===== config.mk =====
export PLATFORM = sky130hd
export DESIGN_NAME = eo_load_agen
export DESIGN_NICKNAME = d
export VERILOG_FILES = /design/src/rtl/eo_load_pkg.sv /design/src/rtl/eo_index_counter.sv /design/src/rtl/eo_bit_mirror.sv /design/src/rtl/eo_addr_compose.sv /design/src/rtl/eo_load_agen.sv
export SDC_FILE = /design/constraint.sdc
export NUM_CORES = 1
export LEC_CHECK = 0
export ABC_AREA = 1
export CORE_MARGIN = 2
export CORE_UTILIZATION = 55
export CTS_CLUSTER_DIAMETER = 80
export DETAILED_ROUTE_END_ITERATION = 16
export PLACE_DENSITY = 0.77
export SYNTH_ARGS = -nofsm -noshare
export SYNTH_HDL_FRONTEND = slang
export SYNTH_SLANG_ARGS = --single-unit

===== constraint.sdc =====
create_clock -name clk -period 2.5 [get_ports clk]
set_input_delay 0.25 -clock clk [delete_from_list [all_inputs] [get_ports clk]]
set_output_delay 0.25 -clock clk [all_outputs]
set_load 0.02 [all_outputs]

===== src/rtl/eo_load_pkg.sv =====
// Package: shared defaults for the even/odd load address generator.
// Assumes LEAF >= 2 and LEVELS >= 1.
package eo_load_pkg;
    localparam int unsigned DEF_LEAF   = 12;
    localparam int unsigned DEF_LEVELS = 13;
endpackage


===== src/rtl/eo_index_counter.sv =====
// Split index counter: lo_o counts the low LEVELS bits of the digit index,
// hi_o counts completed passes of lo_o and wraps at LEAF.
// Assumes clear_i has priority over step_i.
module eo_index_counter #(
    parameter int unsigned LEAF   = eo_load_pkg::DEF_LEAF,
    parameter int unsigned LEVELS = eo_load_pkg::DEF_LEVELS,
    localparam int unsigned POS_W = $clog2(LEAF)
) (
    input  logic              clk,
    input  logic              rst_n,
    input  logic              clear_i,
    input  logic              step_i,
    output logic [LEVELS-1:0] lo_o,
    output logic [POS_W-1:0]  hi_o,
    output logic              last_o
);
    localparam logic [POS_W-1:0] POS_LAST = POS_W'(LEAF - 1);

    logic lo_wrap;
    assign lo_wrap = &lo_o;
    assign last_o  = lo_wrap && (hi_o == POS_LAST);

    // advance the split index by one digit, or clear it
    always_ff @(posedge clk) begin
        if (!rst_n || clear_i) begin
            lo_o <= '0;
            hi_o <= '0;
        end else if (step_i) begin
            lo_o <= lo_o + 1'b1;
            if (lo_wrap) begin
                hi_o <= last_o ? '0 : hi_o + 1'b1;
            end
        end
    end

    AST_SLOT_RANGE: assert property (@(posedge clk) disable iff (!rst_n)
        hi_o <= POS_LAST);

    AST_IDLE_HOLD: assert property (@(posedge clk) disable iff (!rst_n)
        (!step_i && !clear_i) |=> ($stable(lo_o) && $stable(hi_o)));
endmodule


===== src/rtl/eo_bit_mirror.sv =====
// Reverses the bit order of a WIDTH-bit value; purely combinational.
module eo_bit_mirror #(
    parameter int unsigned WIDTH = eo_load_pkg::DEF_LEVELS
) (
    input  logic [WIDTH-1:0] in_i,
    output logic [WIDTH-1:0] out_o
);
    for (genvar g = 0; g < WIDTH; g++) begin : g_mirror
        assign out_o[g] = in_i[WIDTH-1-g];
    end
endmodule


===== src/rtl/eo_addr_compose.sv =====
// Registers block * LEAF + slot as the write address when load_i is high.
// Assumes slot_i < LEAF.
module eo_addr_compose #(
    parameter int unsigned LEAF   = eo_load_pkg::DEF_LEAF,
    parameter int unsigned LEVELS = eo_load_pkg::DEF_LEVELS,
    localparam int unsigned POS_W  = $clog2(LEAF),
    localparam int unsigned TOTAL  = LEAF << LEVELS,
    localparam int unsigned ADDR_W = $clog2(TOTAL)
) (
    input  logic              clk,
    input  logic              rst_n,
    input  logic              load_i,
    input  logic [LEVELS-1:0] block_i,
    input  logic [POS_W-1:0]  slot_i,
    output logic [ADDR_W-1:0] addr_o
);
    logic [ADDR_W-1:0] addr_d;
    assign addr_d = ADDR_W'(block_i) * ADDR_W'(LEAF) + ADDR_W'(slot_i);

    // capture the composed address for an accepted digit
    always_ff @(posedge clk) begin
        if (!rst_n) begin
            addr_o <= '0;
        end else if (load_i) begin
            addr_o <= addr_d;
        end
    end

    AST_ADDR_RANGE: assert property (@(posedge clk) disable iff (!rst_n)
        load_i |=> (addr_o < ADDR_W'(TOTAL)));
endmodule


===== src/rtl/eo_load_agen.sv =====
// Top: maps a least-significant-first digit stream to transform-order
// cache addresses (repeated even/odd split down to blocks of LEAF digits).
// Assumes one digit at most per cycle; start_i restarts at any time.
module eo_load_agen #(
    parameter int unsigned LEAF   = eo_load_pkg::DEF_LEAF,
    parameter int unsigned LEVELS = eo_load_pkg::DEF_LEVELS,
    localparam int unsigned POS_W  = $clog2(LEAF),
    localparam int unsigned TOTAL  = LEAF << LEVELS,
    localparam int unsigned ADDR_W = $clog2(TOTAL)
) (
    input  logic              clk,
    input  logic              rst_n,
    input  logic              start_i,
    input  logic              digit_valid_i,
    output logic              wr_valid_o,
    output logic [ADDR_W-1:0] wr_addr_o,
    output logic              busy_o,
    output logic              done_o
);
    logic              accept;
    logic              last;
    logic [LEVELS-1:0] lo;
    logic [LEVELS-1:0] block;
    logic [POS_W-1:0]  slot;

    assign accept = busy_o && digit_valid_i && !start_i;

    eo_index_counter #(.LEAF(LEAF), .LEVELS(LEVELS)) u_count (
        .clk(clk), .rst_n(rst_n), .clear_i(start_i), .step_i(accept),
        .lo_o(lo), .hi_o(slot), .last_o(last)
    );

    eo_bit_mirror #(.WIDTH(LEVELS)) u_mirror (
        .in_i(lo), .out_o(block)
    );

    eo_addr_compose #(.LEAF(LEAF), .LEVELS(LEVELS)) u_compose (
        .clk(clk), .rst_n(rst_n), .load_i(accept),
        .block_i(block), .slot_i(slot), .addr_o(wr_addr_o)
    );

    // armed state: set by start, cleared by the final accepted digit
    always_ff @(posedge clk) begin
        if (!rst_n) begin
            busy_o <= 1'b0;
        end else if (start_i) begin
            busy_o <= 1'b1;
        end else if (accept && last) begin
            busy_o <= 1'b0;
        end
    end

    // output strobes aligned with the registered address
    always_ff @(posedge clk) begin
        if (!rst_n) begin
            wr_valid_o <= 1'b0;
            done_o     <= 1'b0;
        end else begin
            wr_valid_o <= accept;
            done_o     <= accept && last;
        end
    end

    AST_START_ARMS: assert property (@(posedge clk) disable iff (!rst_n)
        start_i |=> (busy_o && !wr_valid_o && !done_o));

    AST_DONE_IDLE: assert property (@(posedge clk) disable iff (!rst_n)
        done_o |-> (!busy_o && wr_valid_o));

    AST_DONE_SINGLE: assert property (@(posedge clk) disable iff (!rst_n)
        done_o |=> !done_o);

    AST_IDLE_SILENT: assert property (@(posedge clk) disable iff (!rst_n)
        (!busy_o && !start_i) |=> !wr_valid_o);
endmodule


==> metrics.txt, run 1 <==
antenna-violating nets left=0; Filler cells=393; CTS sink count=37; Final setup viols=0; All-Layer GR Usage=22.8%; DR pass1 iterations=6; Die Wd=71.4 um; hold_buf cts=0; NetSw=0.287 mW; Starting DRT DRC Count=137; slowest stage delay, CP=0.46 ns; area occupied by multi-input gates=1540 um2; wirelength, routed=5470 um; sequential power share=48.5%; vias in the first global route=2115; DR vias/cell=5.09; Max-Cap Viols=0; vias post-DR=2422; Starting Density=57.3%; first-pass GRT wire length=9310 um; Post-Place Worst Slack=-0.00958 ns; part of the power in the clock network=43.5%; commonest non-fill, non-tap cell in the layout=nand2_1; Int Power=0.970 mW; CTS HTree Levels=2; VDD IR max=0.000259 V; Ys Warns=0; sequential standard cell area=743 um2; largest net degree at the start of global routing=28; GP Congestion=0.870; Final Cycle Share=92.9%; top-area cell type share of the netlist area=29.7%; commonest cells after routing, fill and taps aside=94 x nand2_1, 60 x inv_1, 51 x nor2_1, 35 x dfxtp_1; Arr. time, crit path=2.50 ns; Crit Path Category=flip-flop to flip-flop; Req. time, crit path=2.68 ns; IO buf count=23; CTS tree=done; syn_area_per_cell=6.45 um2; Die Ht=71.4 um; Sw Ratio=22.8%; Clock transition at path regs=0.07 ns; post-synthesis sequential area ratio=29.7%; pwr/cell area=417 nW/um2; Max clock buf depth=2; CTS Buf Count=5; CP Cell Sequence=ha_2, inv_2, fa_2, inv_2, nand2_1, nor2_2, nand3_1, nor2_2, nand3_2, nor2_4, buf_4, xor2_1, a21oi_1; CP max-delay cell=fa_2; critical path fanouts, max=4; critical path endpoint category=flip-flop; pins over their slew limit=0; setup TNS=0 ns; I/O Pins=24; Die Area=5090 um2; DR DRC count=0; syn nets=410; Worst-Skew Late Latency=0.29 ns; Static Leak=1.46 nW; routed len/inst=11.5 um; fmax=0.431 GHz; clk_skew=0.00914 ns; fin crit period=2.32 ns; root buf cell=clkbuf_8; row cnt=24; final hold vios=0; post-DP HPWL=4200 um; initial antenna violation count=0; ys flop type=dfxtp_1; Worst Tran Pin Value=0.390 ns; area delta synth->final=20.9%; status=complete, no violations; nets@finish=446; PnR worst setup slack=0.178 ns; synth top area cells=dfxtp_1 30%, nand2_1 14%, inv_1 9.5%; synth unique cells=29; crit path buf inv count=3; Mapped Area=2490 um2; Inserted Diodes=0; Largest delay share family, worst path=simple AND/OR/NAND/NOR gates; Post-synth EDFFs=0; Async S/R FF share, synth=0%; GRT overflow=0; FF+latch count, synth=37; Hold/Removal Path Class=flip-flop to flip-flop; Combinational Power Share=7.9%; Slew HR=73.9%; share of layout cells above drive strength 1=10.6%; Core Region=4350 um2; Syn Inst Count=387; leading area contributor after synthesis=dfxtp_1; Worst setup SP type=flip-flop
==> logic make-up (layout without fill, tap and decap cells) <==
logic type,count (synthesis),after routing,share of synthesized area (%)
AND/OR/NAND/NOR,202,202,35.3
flip-flops,37,37,29.7
AO/OA/AOI/OAI,45,45,9.43
XOR/XNOR,14,14,4.91
buffers and inverters,70,107,10.6
adder cells (fa/ha/maj),19,19,10.1
==> synthesized netlist by cell type, types with 2 or more instances <==
cell type  count
nand2_1       96
inv_1         63
nor2_1        54
dfxtp_1       37
nand3_1       26
o21ai_0       23
ha_1          17
a21oi_1       16
xor2_1        10
nand4_1        8
nor3_1         6
xnor2_1        4
clkbuf_1       3
nor2_4         3
a31oi_1        2
fa_1           2
inv_2          2
nand2_2        2
nor2_2         2
o211ai_1       2
==> per-layer routing <==
metal  up-vias  track usage [%]  part of all wire [%]
met5         -                0                     0
met4         0             7.13                  0.53
met3         5             5.20                   4.3
met2        54             35.2                    45
met1      1069             31.7                    50
li1       1294                -                     -
==> power by group through the flow <==
stage / Sequential (mW) / Clock (mW) / Combinational (mW)
global placement: 0.623 / 0 / 0.0982
global route: 0.612 / 0.580 / 0.110
floorplan: 0.639 / 0 / 0.0370
finish: 0.610 / 0.547 / 0.0996
CTS: 0.610 / 0.560 / 0.100
detailed placement: 0.624 / 0 / 0.0995
==> final timing paths <==
kind,start,endpoint,slack [ns],depth (start not counted)
min reg2reg,u_count.lo_o[4],u_count.lo_o[4],0.49,1
max reg2reg,u_count.lo_o[12],u_compose.addr_o[12],0.18,13
max,u_count.lo_o[12],u_compose.addr_o[12],0.18,13
min,u_count.lo_o[4],u_count.lo_o[4],0.49,1
==> registers in the layout (all words and copies together), names as in the netlist <==
| register | count |
|---|---|
| wr_valid_o | 1 |
| u_count.hi_o | 4 |
| u_compose.addr_o | 17 |
| busy_o | 1 |
| u_count.lo_o | 13 |
| done_o | 1 |
==> area by class of cell <==
cell class / count / share of cell area (%)
Multi-Input combinational cell: 280 / 50.9
Clock inverter: 2 / 1.24
Timing Repair Buffer: 33 / 10.1
Inverter: 66 / 8.21
Sequential cell: 37 / 24.6
Clock buffer: 6 / 2.74
Tap cell: 52 / 2.16
==> stage by stage <==
step / util, % / std cells / area [um2] / total power, mW / hold slack [ns]
floorplan: - / 387 / 2490 / 0.676 / 0.383
global placement: 64.9 / 465 / 2830 / 0.721 / 0.469
detailed placement: 64.9 / 465 / 2830 / 0.724 / 0.475
CTS: 67.8 / 473 / 2950 / 1.27 / 0.489
global route: 69.3 / 476 / 3020 / 1.30 / 0.510
finish: 69.3 / 476 / 3020 / 1.26 / 0.486
==> worst register-to-register path: stages, from the launching register on <==
cell and delay, ns:
dfxtp_2 0.34, ha_2 0.20, inv_2 0.09, fa_2 0.46, inv_2 0.07, nand2_1 0.05
nor2_2 0.10, nand3_1 0.10, nor2_2 0.16, nand3_2 0.12, nor2_4 0.18, buf_4 0.13
xor2_1 0.14, a21oi_1 0.08
==> timing repair <==
item,4_1_cts,5_1_grt
pin swaps,0,6
endpoints found under the setup margin,2,7
buffers inserted,0,3
gates resized for setup,1,17
(Power assumes the default switching activity.)
==> run 2: changes to the inputs <==
--- a/config.mk
+++ b/config.mk
@@ -5,8 +5,6 @@
 export SDC_FILE = /design/constraint.sdc
 export NUM_CORES = 1
 export LEC_CHECK = 0
-export ABC_AREA = 1
-export CORE_MARGIN = 2
 export CORE_UTILIZATION = 55
 export CTS_CLUSTER_DIAMETER = 80
 export DETAILED_ROUTE_END_ITERATION = 16
==> run 2 against run 1 <==
The flow now finishes with violations (setup timing). Sequential share of layout area decreased by 2.1 points. Hold slack worse by 0.025 ns. Synthesized cell count is 22% lower. Register-to-register slack worse by 0.42 ns.
==> metrics.txt, run 2 <==
fin crit period=2.75 ns; Hold Startpoint=u_compose.addr_o[10]; All-Layer GR Usage=26.6%; Worst-Skew Late Latency=0.30 ns; Max-Cap Viols=0; Max clock buf depth=2; DR DRC count=0; Worst Tran Pin Value=0.644 ns; sequential power share=49.5%; fin area=3330 um2; syn_area_per_cell=8.32 um2; GP Congestion=0.836; DP Area=3090 um2; Inst Count DP=402; critical path endpoint category=flip-flop; Layout Cells excl Fill=412; antenna-violating nets left=0; top-area cell type share of the netlist area=29.7%; clk_skew=0.00478 ns; syn nets=323; vias in the first global route=2345; Req. time, crit path=2.69 ns; Ys Warns=0; Core Region=4350 um2; initial antenna violation count=0; Crit Path Category=flip-flop to flip-flop; leading area contributor after synthesis=dfxtp_1; CTS Buf Count=5; nets@finish=382; IO buf count=23; GRT overflow=0; Reg with most FFs=u_compose.addr_o; wirelength, routed=6210 um; CTS tree=done; area delta synth->final=33.2%; I/O Pins=24; first-pass GRT wire length=10300 um; count leader, synth=nand2_1; CTS sink count=37; Starting DRT DRC Count=114; Filler cells=302; Final Cycle Share=110%; root buf cell=clkbuf_8; ys flop type=dfxtp_1; post-synthesis sequential area ratio=29.7%; Final setup viols=2; Die Area=4810 um2; routed len/inst=15.1 um; post-DP HPWL=4490 um; Clock transition at path regs=0.08 ns; failing checks=setup timing; NetSw=0.285 mW; max reg flops=17; synth top area cells=dfxtp_1 30%, ha_1 8.5%, xnor2_1 7.0%; largest registers=u_compose.addr_o x17, u_count.lo_o x13, u_count.hi_o x4; part of the power in the clock network=45.0%; Syn Inst Count=300; critical path fanouts, max=3; vias post-DR=2365; share of layout cells above drive strength 1=23.1%; Async S/R FF share, synth=0%; PnR worst setup slack=-0.247 ns; Combinational Power Share=5.5%; DR pass1 iterations=4; commonest non-fill, non-tap cell in the layout=buf_4; Sw Ratio=23.6%; Slew HR=57.1%; fmax=0.364 GHz; Post-synth EDFFs=0; Synth top cells by count=41 x nand2_1, 37 x dfxtp_1, 27 x nor2_1; synth unique cells=53; Starting Density=57.4%; Die Wd=69.4 um; Int Power=0.920 mW; largest net degree at the start of global routing=24; area occupied by multi-input gates=1810 um2; hold_buf cts=0; Worst Setup SP=u_count.lo_o[11]; row cnt=24; pwr/cell area=362 nW/um2; Hold/Removal Path Class=flip-flop to flip-flop; VDD IR max=0.000282 V; Mapped Area=2500 um2; Worst setup SP type=flip-flop; FF+latch count, synth=37; CTS HTree Levels=2; Inserted Diodes=0; reg2reg start=u_count.lo_o[11]; final hold vios=0; RSZ-0062 raised after global routing=yes; status=complete, but fails checks; pins over their slew limit=0; commonest cells after routing, fill and taps aside=43 x buf_4, 41 x nand2_1, 34 x dfxtp_1, 27 x nor2_1, 23 x clkdlybuf4s50_1; Static Leak=1.36 nW; Die Ht=69.4 um; DR vias/cell=5.74; sequential standard cell area=749 um2; Arr. time, crit path=2.94 ns
run 2: cell count changes after synthesis, moves of 10 or more:
cell / change
clkbuf_1: +10
inv_1: -54
nand2_1: -55
nand3_1: -12
nor2_1: -27
o21ai_0: -17
xnor2_1: +16
run 2: timing repair:
item / in CTS / in global routing
setup buffers: 1 / 1
pin swaps: 1 / 6
resized for setup: 6 / 13
setup endpoints to repair: 5 / 7
run 2: final timing paths:
| kind | endpoint | slack [ns] | cells after the start |
|---|---|---|---|
| worst max-delay path | u_compose.addr_o[13] | -0.25 | 11 |
| worst min-delay path | u_compose.addr_o[10] | 0.46 | 2 |
| worst max register to register | u_compose.addr_o[13] | -0.25 | 11 |
| worst min register to register | u_compose.addr_o[10] | 0.46 | 2 |
run 2: per-layer routing:
metal  GRT usage [%]  vias up  wire (um)  share of wire (%)
li1                -     1170          -                  -
met1            30.4     1125       2630                 42
met2            47.2       50       3210                 52
met3            3.63       20        178                2.9
met4            14.7        0        188                3.0
met5               0        -          0                  0
run 2: per-stage QoR:
| step | hold WS (ns) | setup WS, ns | util [%] | setup TNS [ns] | total power [mW] |
|---|---|---|---|---|---|
| after floorplan | 0.380 | -0.101 | - | -0.186 | 0.647 |
| after global placement | 0.449 | -0.135 | 70.9 | -0.276 | 0.676 |
| after global routing | 0.478 | -0.325 | 76.4 | -0.880 | 1.24 |
| after CTS | 0.468 | -0.200 | 74.1 | -0.351 | 1.21 |
| after detailed placement | 0.457 | -0.201 | 70.9 | -0.518 | 0.677 |
| final | 0.461 | -0.247 | 76.4 | -0.444 | 1.21 |
run 2: area by class of cell:
| cell class | count | area share, % |
|---|---|---|
| clock inverters | 3 | 1.39 |
| clock buffers | 5 | 2.07 |
| repair buffers | 66 | 16.6 |
| multi-input cells | 240 | 54.4 |
| inverters | 9 | 1.02 |
| flip-flops and latches | 37 | 22.5 |
| well taps | 52 | 1.96 |
run 2: power by group through the flow:
| stage | clock network [mW] | registers (mW) | logic [mW] |
|---|---|---|---|
| after floorplan | 0 | 0.618 | 0.0289 |
| after global placement | 0 | 0.612 | 0.0642 |
| after detailed placement | 0 | 0.612 | 0.0654 |
| after CTS | 0.548 | 0.598 | 0.0658 |
| after global routing | 0.571 | 0.598 | 0.0723 |
| final | 0.543 | 0.597 | 0.0660 |
run 2: critical path, stage by stage (launching register included):
cell and delay [ns]:
dfxtp_4 0.38, ha_4 0.14, inv_2 0.03, fa_2 0.37, nor2b_4 0.16, o21a_1 0.13, nor3_2 0.04, or3b_1 0.36
or4b_4 0.55, a211oi_4 0.23, a21o_1 0.16, o211ai_2 0.07
run 2: logic make-up after synthesis:
kind of cell	count (synthesis)	share of synthesized area (%)
simple gates	128	26.2
fa+ha+maj	19	10.1
mux	2	0.802
compound gates	61	18.8
xor+xnor	30	10.8
flops	37	29.7
buf+inv	23	3.61
==> run 3: changes to the inputs <==
--- a/config.mk
+++ b/config.mk
@@ -5,8 +5,8 @@
 export SDC_FILE = /design/constraint.sdc
 export NUM_CORES = 1
 export LEC_CHECK = 0
+export CORE_ASPECT_RATIO = 0.75
 export CORE_UTILIZATION = 55
-export CTS_CLUSTER_DIAMETER = 80
 export DETAILED_ROUTE_END_ITERATION = 16
 export PLACE_DENSITY = 0.77
 export SYNTH_ARGS = -nofsm -noshare
==> run 3 against run 2 <==
The run still ends with setup timing left. Utilization grew 1.3 points. Critical endpoint unchanged. Largest cell class unchanged. Flip-flop and latch count unchanged. Setup slack better by 0.073 ns. Largest power group unchanged. Die area hardly changed. Final cell count decreased by 0.97%. Global-route usage is 0.090 points lower. Total power fell by 7.2%.
==> metrics.txt, run 3 (synthesis gave the netlist of run 2 again) <==
critical path endpoint category=flip-flop; Starting DRT DRC Count=145; Max clock buf depth=2; vias post-DR=2310; row cnt=20; clk_skew=0.00563 ns; wirelength, routed=5920 um; vias in the first global route=2116; Static Leak=1.32 nW; Worst R2R Path Depth=9; PnR worst setup slack=-0.173 ns; DR DRC count=0; CTS sink count=37; Die Wd=79.8 um; Min-Delay Endpoint=u_compose.addr_o[14]; Hold Startpoint=u_compose.addr_o[14]; FF-to-FF End=u_compose.addr_o[13]; Worst setup SP type=flip-flop; fmax=0.374 GHz; CTS tree=done; first-pass GRT wire length=9760 um; Worst-Skew Late Latency=0.29 ns; post-DP HPWL=4430 um; CTS Buf Count=5; Clock transition at path regs=0.07 ns; fin crit period=2.67 ns; Hold Path Depth=2; commonest cells after routing, fill and taps aside=41 x nand2_1, 37 x buf_4, 33 x dfxtp_1, 27 x nor2_1, 23 x clkdlybuf4s50_1; share of layout cells above drive strength 1=21.5%; Final Cycle Share=107%; antenna-violating nets left=0; Arr. time, crit path=2.85 ns; commonest non-fill, non-tap cell in the layout=nand2_1; nets@finish=376; DR pass1 iterations=4; pwr/cell area=343 nW/um2; GP Congestion=0.823; Crit Path Category=flip-flop to flip-flop; Worst Tran Pin Value=0.622 ns; Hold/Removal Path Class=flip-flop to flip-flop; pins over their slew limit=0; Post-Place Worst Slack=-0.233 ns; area delta synth->final=30.8%; largest net degree at the start of global routing=24; CTS HTree Levels=2; register-to-register setup slack=-0.17 ns; IO buf count=23; routed len/inst=14.5 um; initial antenna violation count=0; GRT overflow=0; final hold vios=0; Filler cells=276; Req. time, crit path=2.68 ns; Core Region=4200 um2; reg2reg start=u_count.lo_o[10]; WHS=0.464 ns; setup TNS=-0.372 ns; Inserted Diodes=0; Max-Cap Viols=0; failing checks=setup timing; status=complete, but fails checks; Final Total Pwr=1.12 mW; I/O Pins=24; critical path fanouts, max=4; Reg with most FFs=u_compose.addr_o; Starting Density=59.4%; All-Layer GR Usage=26.5%; Final setup viols=3; VDD IR max=0.000274 V; DR vias/cell=5.66; Die Ht=60.4 um; RSZ-0062 raised after global routing=yes; Slew HR=58.6%; largest registers=u_compose.addr_o x17, u_count.lo_o x13, u_count.hi_o x4; Die Area=4820 um2; root buf cell=clkbuf_8; max reg flops=17
run 3: critical path, stage by stage (launching register included):
cell and delay [ns]:
dfxtp_2 0.36, ha_1 0.33, a211oi_4 0.26, o21ai_2 0.11, xor2_2 0.16, or3b_1 0.36, or4b_4 0.54, a211oi_4 0.23
a21o_1 0.15, o211ai_2 0.06
run 3: layout make-up:
| type | instances | area, um2 | share of cell area, % |
|---|---|---|---|
| inverter | 9 | 33.8 | 1.03 |
| timing repair buffer | 60 | 508 | 15.6 |
| clock inverter | 1 | 5.00 | 0.153 |
| clock buffer | 6 | 93.8 | 2.87 |
| multi-input combinational | 240 | 1810 | 55.4 |
| tap | 55 | 68.8 | 2.11 |
| sequential | 37 | 748 | 22.9 |
run 3: stage by stage:
stage | utilization [%] | instance area [um2] | instances
finish | 77.7 | 3270 | 408
global placement | 72.6 | 3050 | 400
global route | 77.7 | 3270 | 408
CTS | 75.6 | 3180 | 407
floorplan | - | 2540 | 300
detailed placement | 72.6 | 3050 | 400
run 3: how the worst max path moves through the flow:
stage                startpoint                    to
6_report       u_count.lo_o[10]  u_compose.addr_o[13]
5_1_grt         u_count.lo_o[8]  u_compose.addr_o[13]
4_1_cts        u_count.lo_o[12]  u_compose.addr_o[13]
3_5_place_dp   u_count.lo_o[10]  u_compose.addr_o[13]
3_3_place_gp   u_count.lo_o[11]  u_compose.addr_o[13]
2_1_floorplan  u_count.lo_o[12]  u_compose.addr_o[13]
run 3: power breakdown:
group	switching [mW]	internal, mW
sequential	0.00398	0.594
clock	0.206	0.249
combinational	0.0370	0.0287
run 3: per-layer routing:
| layer | share of wire [%] | track usage [%] | vias up |
|---|---|---|---|
| met1 | 49 | 37.6 | 1070 |
| li1 | - | - | 1163 |
| met3 | 6.1 | 5.26 | 7 |
| met5 | 0 | 0 | - |
| met4 | 0.57 | 6.12 | 0 |
| met2 | 44 | 41.9 | 70 |
run 3: repair_timing:
item / 4_1_cts / 5_1_grt
setup endpoints to repair: 5 / 6
hold endpoints to repair: 0 / 0
pin swaps: 2 / 3
hold buffers: 0 / 0
buffers inserted: 0 / 1
resized for setup: 6 / 14
